## src/rtl/sbox_pkg.sv

```systemverilog
package sbox_pkg;
  localparam int NUM_DIR = 4;
  localparam int SEL_W   = 3;
  localparam int ENTRY_W = NUM_DIR * SEL_W;

  typedef enum logic [SEL_W-1:0] {
    SEL_CW     = 3'd0,
    SEL_OPP    = 3'd1,
    SEL_CCW    = 3'd2,
    SEL_PE     = 3'd3,
    SEL_BORROW = 3'd4,
    SEL_HOLD   = 3'd5
  } selCode_e;

  // Strobes from control to datapath: one select per output side.
  typedef struct packed {
    logic [NUM_DIR-1:0][SEL_W-1:0] sel;
  } sboxStrobe_t;

  localparam logic [ENTRY_W-1:0] ENTRY_ALL_HOLD = {NUM_DIR{SEL_HOLD}};
endpackage

```

## src/rtl/sbox_ctrl.sv

```systemverilog
module sbox_ctrl
  import sbox_pkg::*;
#(
  parameter int NUM_CTX = 16,
  localparam int CTX_AW = (NUM_CTX > 1) ? $clog2(NUM_CTX) : 1
) (
  input  logic               clk,
  input  logic               rst,
  input  logic               cfgWrEn,
  input  logic [CTX_AW-1:0]  cfgWrAddr,
  input  logic [ENTRY_W-1:0] cfgWrData,
  input  logic [CTX_AW-1:0]  schedLenM1,
  output sboxStrobe_t        strobe
);
  typedef logic [CTX_AW-1:0] ctxIdx_t;

  logic [ENTRY_W-1:0] ctxMem [NUM_CTX];
  ctxIdx_t ctxIdx;
  ctxIdx_t ctxNext;

  always_ff @(posedge clk) begin
    if (rst) begin
      for (int i = 0; i < NUM_CTX; i++) ctxMem[i] <= ENTRY_ALL_HOLD;
    end else if (cfgWrEn) begin
      ctxMem[cfgWrAddr] <= cfgWrData;
    end
  end

  always_comb begin
    if (cfgWrEn)                   ctxNext = '0;
    else if (ctxIdx >= schedLenM1) ctxNext = '0;
    else                           ctxNext = ctxIdx + ctxIdx_t'(1);
  end

  always_ff @(posedge clk) begin
    if (rst) ctxIdx <= '0;
    else     ctxIdx <= ctxNext;
  end

  assign strobe.sel = ctxMem[ctxIdx];


  wr_holds_slot_zero_chk: assert property (@(posedge clk) disable iff (rst)
    cfgWrEn |=> (ctxIdx == '0));


  slot_wraps_chk: assert property (@(posedge clk) disable iff (rst)
    (!cfgWrEn && ctxIdx >= schedLenM1) |=> (ctxIdx == '0));


  slot_steps_chk: assert property (@(posedge clk) disable iff (rst)
    (!cfgWrEn && ctxIdx < schedLenM1) |=> (ctxIdx == ctxIdx_t'($past(ctxIdx) + ctxIdx_t'(1))));


  rst_slot_zero_chk: assert property (@(posedge clk)
    rst |=> (ctxIdx == '0));
endmodule

```

## src/rtl/sbox_datapath.sv

```systemverilog
module sbox_datapath
  import sbox_pkg::*;
#(
  parameter int WORD_W = 32
) (
  input  logic                           clk,
  input  logic                           rst,
  input  sboxStrobe_t                    strobe,
  input  logic [WORD_W-1:0]              peIn,
  input  logic [NUM_DIR-1:0][WORD_W-1:0] busIn,
  output logic [NUM_DIR-1:0][WORD_W-1:0] busOut
);
  for (genvar d = 0; d < NUM_DIR; d++) begin : gSide
    localparam int CW  = (d + 1) % NUM_DIR;
    localparam int OPP = (d + 2) % NUM_DIR;
    localparam int CCW = (d + 3) % NUM_DIR;

    logic [WORD_W-1:0] wordNext;
    logic [WORD_W-1:0] wordQ;

    always_comb begin
      case (strobe.sel[d])
        SEL_CW:     wordNext = busIn[CW];
        SEL_OPP:    wordNext = busIn[OPP];
        SEL_CCW:    wordNext = busIn[CCW];
        SEL_PE:     wordNext = peIn;
        SEL_BORROW: wordNext = busOut[CW];
        default:    wordNext = wordQ;
      endcase
    end

    always_ff @(posedge clk) begin
      if (rst) wordQ <= '0;
      else     wordQ <= wordNext;
    end

    assign busOut[d] = wordQ;


    hold_keeps_chk: assert property (@(posedge clk) disable iff (rst)
      (strobe.sel[d] >= 3'd5) |=> $stable(busOut[d]));


    borrow_copies_chk: assert property (@(posedge clk) disable iff (rst)
      (strobe.sel[d] == 3'd4) |=> (busOut[d] == $past(busOut[CW])));


    pe_capture_chk: assert property (@(posedge clk) disable iff (rst)
      (strobe.sel[d] == 3'd3) |=> (busOut[d] == $past(peIn)));


    rst_clears_chk: assert property (@(posedge clk)
      rst |=> (busOut[d] == '0));
  end
endmodule

```

## src/rtl/wordSwitchbox.sv

```systemverilog
module wordSwitchbox
  import sbox_pkg::*;
#(
  parameter int WORD_W  = 32,
  parameter int NUM_CTX = 16,
  localparam int CTX_AW = (NUM_CTX > 1) ? $clog2(NUM_CTX) : 1
) (
  input  logic                           clk,
  input  logic                           rst,
  input  logic                           cfgWrEn,
  input  logic [CTX_AW-1:0]              cfgWrAddr,
  input  logic [ENTRY_W-1:0]             cfgWrData,
  input  logic [CTX_AW-1:0]              schedLenM1,
  input  logic [WORD_W-1:0]              peIn,
  input  logic [NUM_DIR-1:0][WORD_W-1:0] busIn,
  output logic [NUM_DIR-1:0][WORD_W-1:0] busOut
);
  sboxStrobe_t strobe;

  sbox_ctrl #(.NUM_CTX(NUM_CTX)) i_ctrl (
    .clk        (clk),
    .rst        (rst),
    .cfgWrEn    (cfgWrEn),
    .cfgWrAddr  (cfgWrAddr),
    .cfgWrData  (cfgWrData),
    .schedLenM1 (schedLenM1),
    .strobe     (strobe)
  );

  sbox_datapath #(.WORD_W(WORD_W)) i_datapath (
    .clk    (clk),
    .rst    (rst),
    .strobe (strobe),
    .peIn   (peIn),
    .busIn  (busIn),
    .busOut (busOut)
  );
endmodule

```

## config.mk

```make
export PLATFORM = sky130hd
export DESIGN_NAME = wordSwitchbox
export DESIGN_NICKNAME = d
export VERILOG_FILES = /design/src/rtl/sbox_pkg.sv /design/src/rtl/sbox_ctrl.sv /design/src/rtl/sbox_datapath.sv /design/src/rtl/wordSwitchbox.sv
export SDC_FILE = /design/constraint.sdc
export NUM_CORES = 1
export LEC_CHECK = 0
export BUFFER_PORTS_ARGS = -buffer_cell sky130_fd_sc_hd__clkbuf_2
export CAP_MARGIN = 20
export CORE_MARGIN = 2
export CORE_UTILIZATION = 62
export DETAILED_ROUTE_END_ITERATION = 10
export GPL_TIMING_DRIVEN = 1
export PLACE_DENSITY_LB_ADDON = 0.05
export SLEW_MARGIN = 20
export SYNTH_ARGS = -nofsm -noshare
export SYNTH_HDL_FRONTEND = slang
export SYNTH_SLANG_ARGS = --single-unit
```

## constraint.sdc

```tcl
create_clock -name clk -period 4.6 [get_ports clk]
set_input_delay 0.23 -clock clk [delete_from_list [all_inputs] [get_ports clk]]
set_output_delay 0.23 -clock clk [all_outputs]
set_load 0.05 [all_outputs]
```

==> results of run 1 <==
## final cells by class
cell class / count / area, um2
Antenna cell: 5 / 12.5
Clock buffer: 46 / 990
Clock inverter: 16 / 158
Fill cell: 2163 / 7950
Inverter: 17 / 63.8
Multi-Input combinational cell: 1201 / 9490
Sequential cell: 324 / 8410
Tap cell: 390 / 488
Timing Repair Buffer: 375 / 2160
## logic make-up after synthesis
| logic type | synth area share (%) |
|---|---|
| flops | 44.9 |
| compound gates | 15.1 |
| fa+ha+maj | 0.334 |
| xor+xnor | 0.0935 |
| mux | 18.4 |
| simple gates | 16.2 |
| buf+inv | 5.04 |
## flip-flops by register name, summed over array words and instances (netlist names)
name	flops
i_ctrl.ctxIdx	4
i_ctrl.ctxMem	192
i_datapath.gSide.wordQ	128
## worst paths after layout
path	from	end	cells past startpoint
max	i_ctrl.ctxIdx[0]$_SDFF_PP0_	i_datapath.gSide[2].wordQ[30]$_SDFFE_PP0P_	7
min	busIn[53]	i_datapath.gSide[0].wordQ[21]$_SDFFE_PP0P_	3
max reg2reg	i_ctrl.ctxIdx[0]$_SDFF_PP0_	i_datapath.gSide[2].wordQ[30]$_SDFFE_PP0P_	7
min reg2reg	i_datapath.gSide[2].wordQ[22]$_SDFFE_PP0P_	i_datapath.gSide[2].wordQ[22]$_SDFFE_PP0P_	2
## power by group through the flow
stage               Clock [mW]  Combinational (mW)  Sequential, mW
floorplan                    0                1.07            4.02
global placement             0                2.20            3.57
detailed placement           0                2.24            3.58
CTS                       2.87                2.25            3.52
global route              2.97                2.40            3.55
finish                    2.88                2.30            3.53
## through the flow
step | hold WS (ns) | cell area, um2 | utilization [%] | power [mW]
5_1_grt | 0.0202 | 21800 | 73.3 | 8.92
3_5_place_dp | 0.523 | 20400 | 68.8 | 5.82
6_report | 0.0112 | 21800 | 73.3 | 8.71
2_1_floorplan | 0.392 | 18700 | - | 5.09
4_1_cts | 0.000176 | 21700 | 73.2 | 8.64
3_3_place_gp | 0.510 | 20400 | 68.8 | 5.78
## layer usage
layer,vias up,global-route usage [%]
met5,-,0
met4,0,24.7
met3,301,8.42
met2,1299,65.8
met1,8122,52.3
li1,7151,-
## critical path, stage by stage (launching register included)
cell,delay (ns)
sky130_fd_sc_hd__dfxtp_2,0.60
sky130_fd_sc_hd__buf_4,0.41
sky130_fd_sc_hd__mux4_2,0.56
sky130_fd_sc_hd__mux4_2,0.54
sky130_fd_sc_hd__nor2_1,0.39
sky130_fd_sc_hd__nand2b_2,0.71
sky130_fd_sc_hd__o22a_1,0.44
sky130_fd_sc_hd__o21ai_0,0.08
## what timing repair did
item,CTS,global route
setup endpoints to repair,0,0
buffers inserted,0,0
hold endpoints to repair,16,0
resized for setup,0,0
hold buffers,16,0
## placed cells by master (no fill, tap or decap), types with 44 or more instances in the layout
cell type	n
sky130_fd_sc_hd__clkbuf_2	309
sky130_fd_sc_hd__edfxtp_1	192
sky130_fd_sc_hd__mux2i_1	178
sky130_fd_sc_hd__nand2_1	135
sky130_fd_sc_hd__dfxtp_1	128
sky130_fd_sc_hd__or3_1	97
sky130_fd_sc_hd__and3_1	95
sky130_fd_sc_hd__a31oi_1	77
sky130_fd_sc_hd__nand4_1	50
sky130_fd_sc_hd__mux4_2	48
sky130_fd_sc_hd__buf_4	44
==> run metrics, run 1 <==
outcome completed; number of warnings issued by yosys 0; unrepaired setup endpoints after global routing no; register bit total from synthesis 324; via count of the first global-routing pass 16,292; slew at the pin with the worst max-slew slack ~1.1 ns; fraction of registers with async set/reset 0%; sequential share of power about two fifths; static leakage 8.36 nW; total clock buffers created by CTS 36; met1 WL between 20,000 and 25,000 um; category of the worst setup path launch point flop; Starting Density 63.0%; Hold/Removal Path Class input pin to flop; EDFF count, synth about 190; number of DRC markers in iteration 0 between 2,000 and 2,500; DP Cell Count around 2,300; routed vias roughly 17,000; Worst VDD drop 0.453 mV; global placer's final weighted congestion around 0.93; mean post-synth cell area approximately 11 um2; fraction of power consumed by the clock network between 30% and 40%; final setup skew roughly 0.023 ns; sum of net half-perimeters after detailed placement about 43,000 um; layout overhead on the synthesized area 16.2%; cell taking the most area after synthesis sky130_fd_sc_hd__edfxtp_1; Routed met2 length around 31,000 um; area share of the leading cell type in the synthesized netlist approximately 30%; die span in x 178 um; clock latency at the later pin of the worst-skew pair about 0.55 ns; die outline area 31,600 um2; NetSw 3.02 mW; clock tree from TritonCTS done; flop2flop setup slack 0.76 ns; Post-Route WL around 66,000 um; WP data required roughly 5 ns; largest net degree at the start of global routing 65; num ports slightly above 300; number of remaining DRC errors 0; final setup vio count 0; global-route usage over all layers about two fifths; post-route worst setup slack between 0.7 and 0.8 ns; number of placement rows 63; Sinks on Clock Net around 320; Pins Over Slew Limit 0; number of nets in the finished design about 2,100; Max Cap Viol 0; critical path fanouts, max 32; total grt overflow 0; power density normalized to cell area approximately 400 nW/um2; type of the setup path with the least slack flop to flop; capturing element type of the critical path flop; fraction of final layout cells with drive strength greater than 1 between 20 and 30%; Mapped Area 18,700 um2; most frequent cell after synthesis sky130_fd_sc_hd__edfxtp_1; post-DR wirelength/cell between 20 and 30 um; number of H-tree levels 2; part of the power in combinational logic 26.5%; post-detailed-route via-to-cell ratio about 7; highest layer used for signal routing met4; post-layout instance count excluding filler cells between 2,000 and 2,500; most instantiated cells after synthesis sky130_fd_sc_hd__edfxtp_1, sky130_fd_sc_hd__mux2i_1, sky130_fd_sc_hd__nand2_1, sky130_fd_sc_hd__dfxtp_1, sky130_fd_sc_hd__clkbuf_1; share of the clock period used by the worst path after layout between 80% and 90%; shortest period the worst path allows around 3.8 ns; y dimension of the die roughly 180 um; Worst slew margin approximately 26%; floorplan core area just under 30,000 um2; Switching Fraction between 30% and 40%; initial antenna violation count 5; arrival time of data at the critical path endpoint 4.30 ns; antenna-violating nets left 0; largest cells by area after synthesis sky130_fd_sc_hd__edfxtp_1, sky130_fd_sc_hd__dfxtp_1, sky130_fd_sc_hd__mux2i_1, sky130_fd_sc_hd__mux4_2, sky130_fd_sc_hd__or3_1; maximum clock frequency around 0.26 GHz; share of synthesized area occupied by flip-flops and latches between 40% and 50%; Mapped Nets approximately 1,900; met3 wirelength from detailed routing ~7600 um; final sum of negative setup slack 0 ns; CTS root buffer sky130_fd_sc_hd__clkbuf_16; buffers from clock root to sink, at most 3; Primary FF master, synth sky130_fd_sc_hd__edfxtp_1; Reg clk slew, reported paths 0.06 ns; I/O Buffers slightly above 300; internal power 5.69 mW; Pre-Repair DR Iteration Count 8; Final Hold Violating Endpoints 0; global-route wire length before repair just under 100,000 um; synthesized netlist cell count between 1,500 and 2,000; post-synth cell types between 50 and 60; pre-CTS setup slack around 0.9 ns
Power figures use the tool's default switching activity.
==> run 2, diff against run 1 <==
--- a/config.mk
+++ b/config.mk
@@ -8,7 +8,7 @@
 export BUFFER_PORTS_ARGS = -buffer_cell sky130_fd_sc_hd__clkbuf_2
 export CAP_MARGIN = 20
 export CORE_MARGIN = 2
-export CORE_UTILIZATION = 62
+export CORE_UTILIZATION = 57
 export DETAILED_ROUTE_END_ITERATION = 10
 export GPL_TIMING_DRIVEN = 1
 export PLACE_DENSITY_LB_ADDON = 0.05
==> constraint.sdc (replaced) <==
create_clock -name clk -period 3.8 [get_ports clk]
set_input_delay 0.19 -clock clk [delete_from_list [all_inputs] [get_ports clk]]
set_output_delay 0.19 -clock clk [all_outputs]
set_load 0.05 [all_outputs]
==> run metrics, run 2 (same netlist as run 1, synthesis figures left out) <==
critical path fanouts, max 38; Max Cap Viol 0; WP data required between 4 and 5 ns; unrepaired setup endpoints after global routing no; Pins Over Slew Limit 0; NetSw 3.63 mW; number of nets in the finished design approximately 2,200; number of cells traversed by the worst register-to-register path 8; number of remaining DRC errors 0; arrival time of data at the critical path endpoint 4.08 ns; Hold/Removal Path Class input pin to flop; y dimension of the die roughly 190 um; static leakage roughly 8.5 nW; share of the clock period used by the worst path after layout slightly below 100%; Worst slew margin 32.3%; global-route usage over all layers between 30% and 40%; Worst R2R End i_datapath.gSide[0].wordQ[11]$_SDFFE_PP0P_; clock tree from TritonCTS done; die span in x roughly 190 um; CTS root buffer sky130_fd_sc_hd__clkbuf_16; cell breakdown of the critical path mux4_2 > mux4_2 > buf_4 > nand2_1 > nor3_1 > a31oi_1 > a31oi_1 > dlygate4sd3_1; flop2flop setup slack between 0.1 and 0.15 ns; capturing element type of the critical path flop; met1 usage 48.8%; category of the worst setup path launch point flop; internal power a little under 7 mW; sum of net half-perimeters after detailed placement ~43,000 um; worst setup path end i_datapath.gSide[0].wordQ[11]$_SDFFE_PP0P_; Pre-Repair DR Iteration Count 6; peak per-stage delay on the critical path a little under 0.8 ns; Worst VDD drop 0.386 mV; buffers from clock root to sink, at most 3; # Post-CTS Setup Buffers 0; total clock buffers created by CTS 37; power density normalized to cell area around 480 nW/um2; clock latency at the later pin of the worst-skew pair about 0.53 ns; shortest period the worst path allows 3.67 ns; via count of the first global-routing pass ~16,000; met2 demand-to-capacity share in global routing roughly three fifths; reg-to-reg critical path startpoint i_ctrl.ctxIdx[1]$_SDFF_PP0_; final setup vio count 0; final sum of negative setup slack 0 ns; post-DR wirelength/cell around 28 um; number of H-tree levels 2; I/O Buffers between 300 and 400; slew at the pin with the worst max-slew slack roughly 1.0 ns; maximum clock frequency 0.272 GHz; num ports approximately 310; Reg clk slew, reported paths 0.06 ns; total design power ~10 mW; Final Hold Violating Endpoints 0; largest net degree at the start of global routing between 50 and 60; post-detailed-route via-to-cell ratio 6.81; total grt overflow 0; Starting Density ~58%; sequential share of power slightly above 40%; global-route track usage on met3 under 10%; initial antenna violation count 4; Sinks on Clock Net between 300 and 400; number of placement rows between 60 and 70; antenna-violating nets left 0; part of the power in combinational logic 27.1%; type of the setup path with the least slack flop to flop; global-route wire length before repair between 100,000 and 150,000 um; layer carrying the most global-route usage met2; number of DRC markers in iteration 0 between 1,500 and 2,000; standard cell with the maximum stage delay on the critical path sky130_fd_sc_hd__mux4_2; fraction of final layout cells with drive strength greater than 1 between 20 and 30%; global placer's final weighted congestion approximately 1; final setup skew 0.0158 ns; layout overhead on the synthesized area 17.7%; outcome completed; commonest non-fill, non-tap cells in the layout sky130_fd_sc_hd__clkbuf_2, sky130_fd_sc_hd__edfxtp_1, sky130_fd_sc_hd__mux2i_1; floorplan core area 32,500 um2; Switching Fraction 34.6%; commonest non-fill, non-tap cell in the layout sky130_fd_sc_hd__clkbuf_2; register name with the most flops i_ctrl.ctxMem; first element of the critical path i_ctrl.ctxIdx[1]$_SDFF_PP0_; fraction of power consumed by the clock network between 30% and 40%; top flop regs i_ctrl.ctxMem x192, i_datapath.gSide.wordQ x128, i_ctrl.ctxIdx x4; max FFs per register 192; Post-Route WL 67,900 um; routed vias 16,713; die outline area around 34,000 um2
run 2: changes by cell type in the layout (fill, tap and decap cells not counted), moves of 3 or more:
| cell | before | now |
|---|---|---|
| sky130_fd_sc_hd__buf_4 | 44 | 60 |
| sky130_fd_sc_hd__dlygate4sd3_1 | 16 | 26 |
| sky130_fd_sc_hd__clkinv_1 | 5 | 0 |
| sky130_fd_sc_hd__clkbuf_1 | 6 | 9 |
| sky130_fd_sc_hd__clkbuf_8 | 3 | 8 |
run 2: repair_timing:
item,4_1_cts,5_1_grt
endpoints found under the setup margin,0,1
hold endpoints to repair,26,0
hold buffers,26,0
resized for setup,0,1
run 2: layout make-up:
class / count / area (um2)
clock buffer: 54 / 1070
multi-input combinational: 1201 / 9470
tap: 442 / 553
clock inverter: 8 / 47.5
inverter: 17 / 63.8
antenna: 5 / 12.5
fill: 2520 / 10400
timing repair buffer: 403 / 2410
sequential: 324 / 8410
run 2: per-layer routing:
layer  wire length (um)  vias up
met5                  0        -
met4               4050        0
met3               7720      310
met2              31500     1213
met1              24700     7969
li1                   -     7221
run 2: worst min-delay path by stage:
stage	from	to	slack (ns)	cells past startpoint
finish	busIn[15]	i_datapath.gSide[3].wordQ[15]$_SDFFE_PP0P_	0.01	3
global route	busIn[34]	i_datapath.gSide[0].wordQ[2]$_SDFFE_PP0P_	0.01	3
CTS	busIn[15]	i_datapath.gSide[3].wordQ[15]$_SDFFE_PP0P_	0.0002	3
detailed placement	busIn[35]	i_datapath.gSide[0].wordQ[3]$_SDFFE_PP0P_	0.48	3
global placement	busIn[35]	i_datapath.gSide[0].wordQ[3]$_SDFFE_PP0P_	0.47	3
floorplan	busIn[32]	i_datapath.gSide[0].wordQ[0]$_SDFFE_PP0P_	0.35	2
run 2: power by group through the flow:
stage	Clock [mW]	Sequential, mW	Combinational (mW)
floorplan	0	4.87	1.29
global placement	0	4.32	2.72
detailed placement	0	4.33	2.75
CTS	3.40	4.26	2.78
global route	3.55	4.28	2.96
finish	3.39	4.26	2.85
run 2: through the flow:
step | hold slack (ns) | setup slack [ns] | instances | area, um2 | util [%]
finish | 0.0113 | 0.129 | 2454 | 22000 | 67.9
global route | 0.0127 | 0.0241 | 2452 | 22000 | 67.9
CTS | 0.000196 | 0.216 | 2449 | 22000 | 67.9
detailed placement | 0.483 | 0.601 | 2361 | 20600 | 63.6
global placement | 0.474 | 0.671 | 2361 | 20600 | 63.6
floorplan | 0.352 | 1.17 | 1727 | 18700 | -
run 2: worst max-delay path, delay by kind of cell (launching register included):
kind / cells / cell delay [ns]
AO/OA/AOI/OAI: 2 / 0.27
buffers and inverters: 2 / 1.01
flip-flops: 1 / 0.67
multiplexers: 2 / 1.39
AND/OR/NAND/NOR: 2 / 0.18
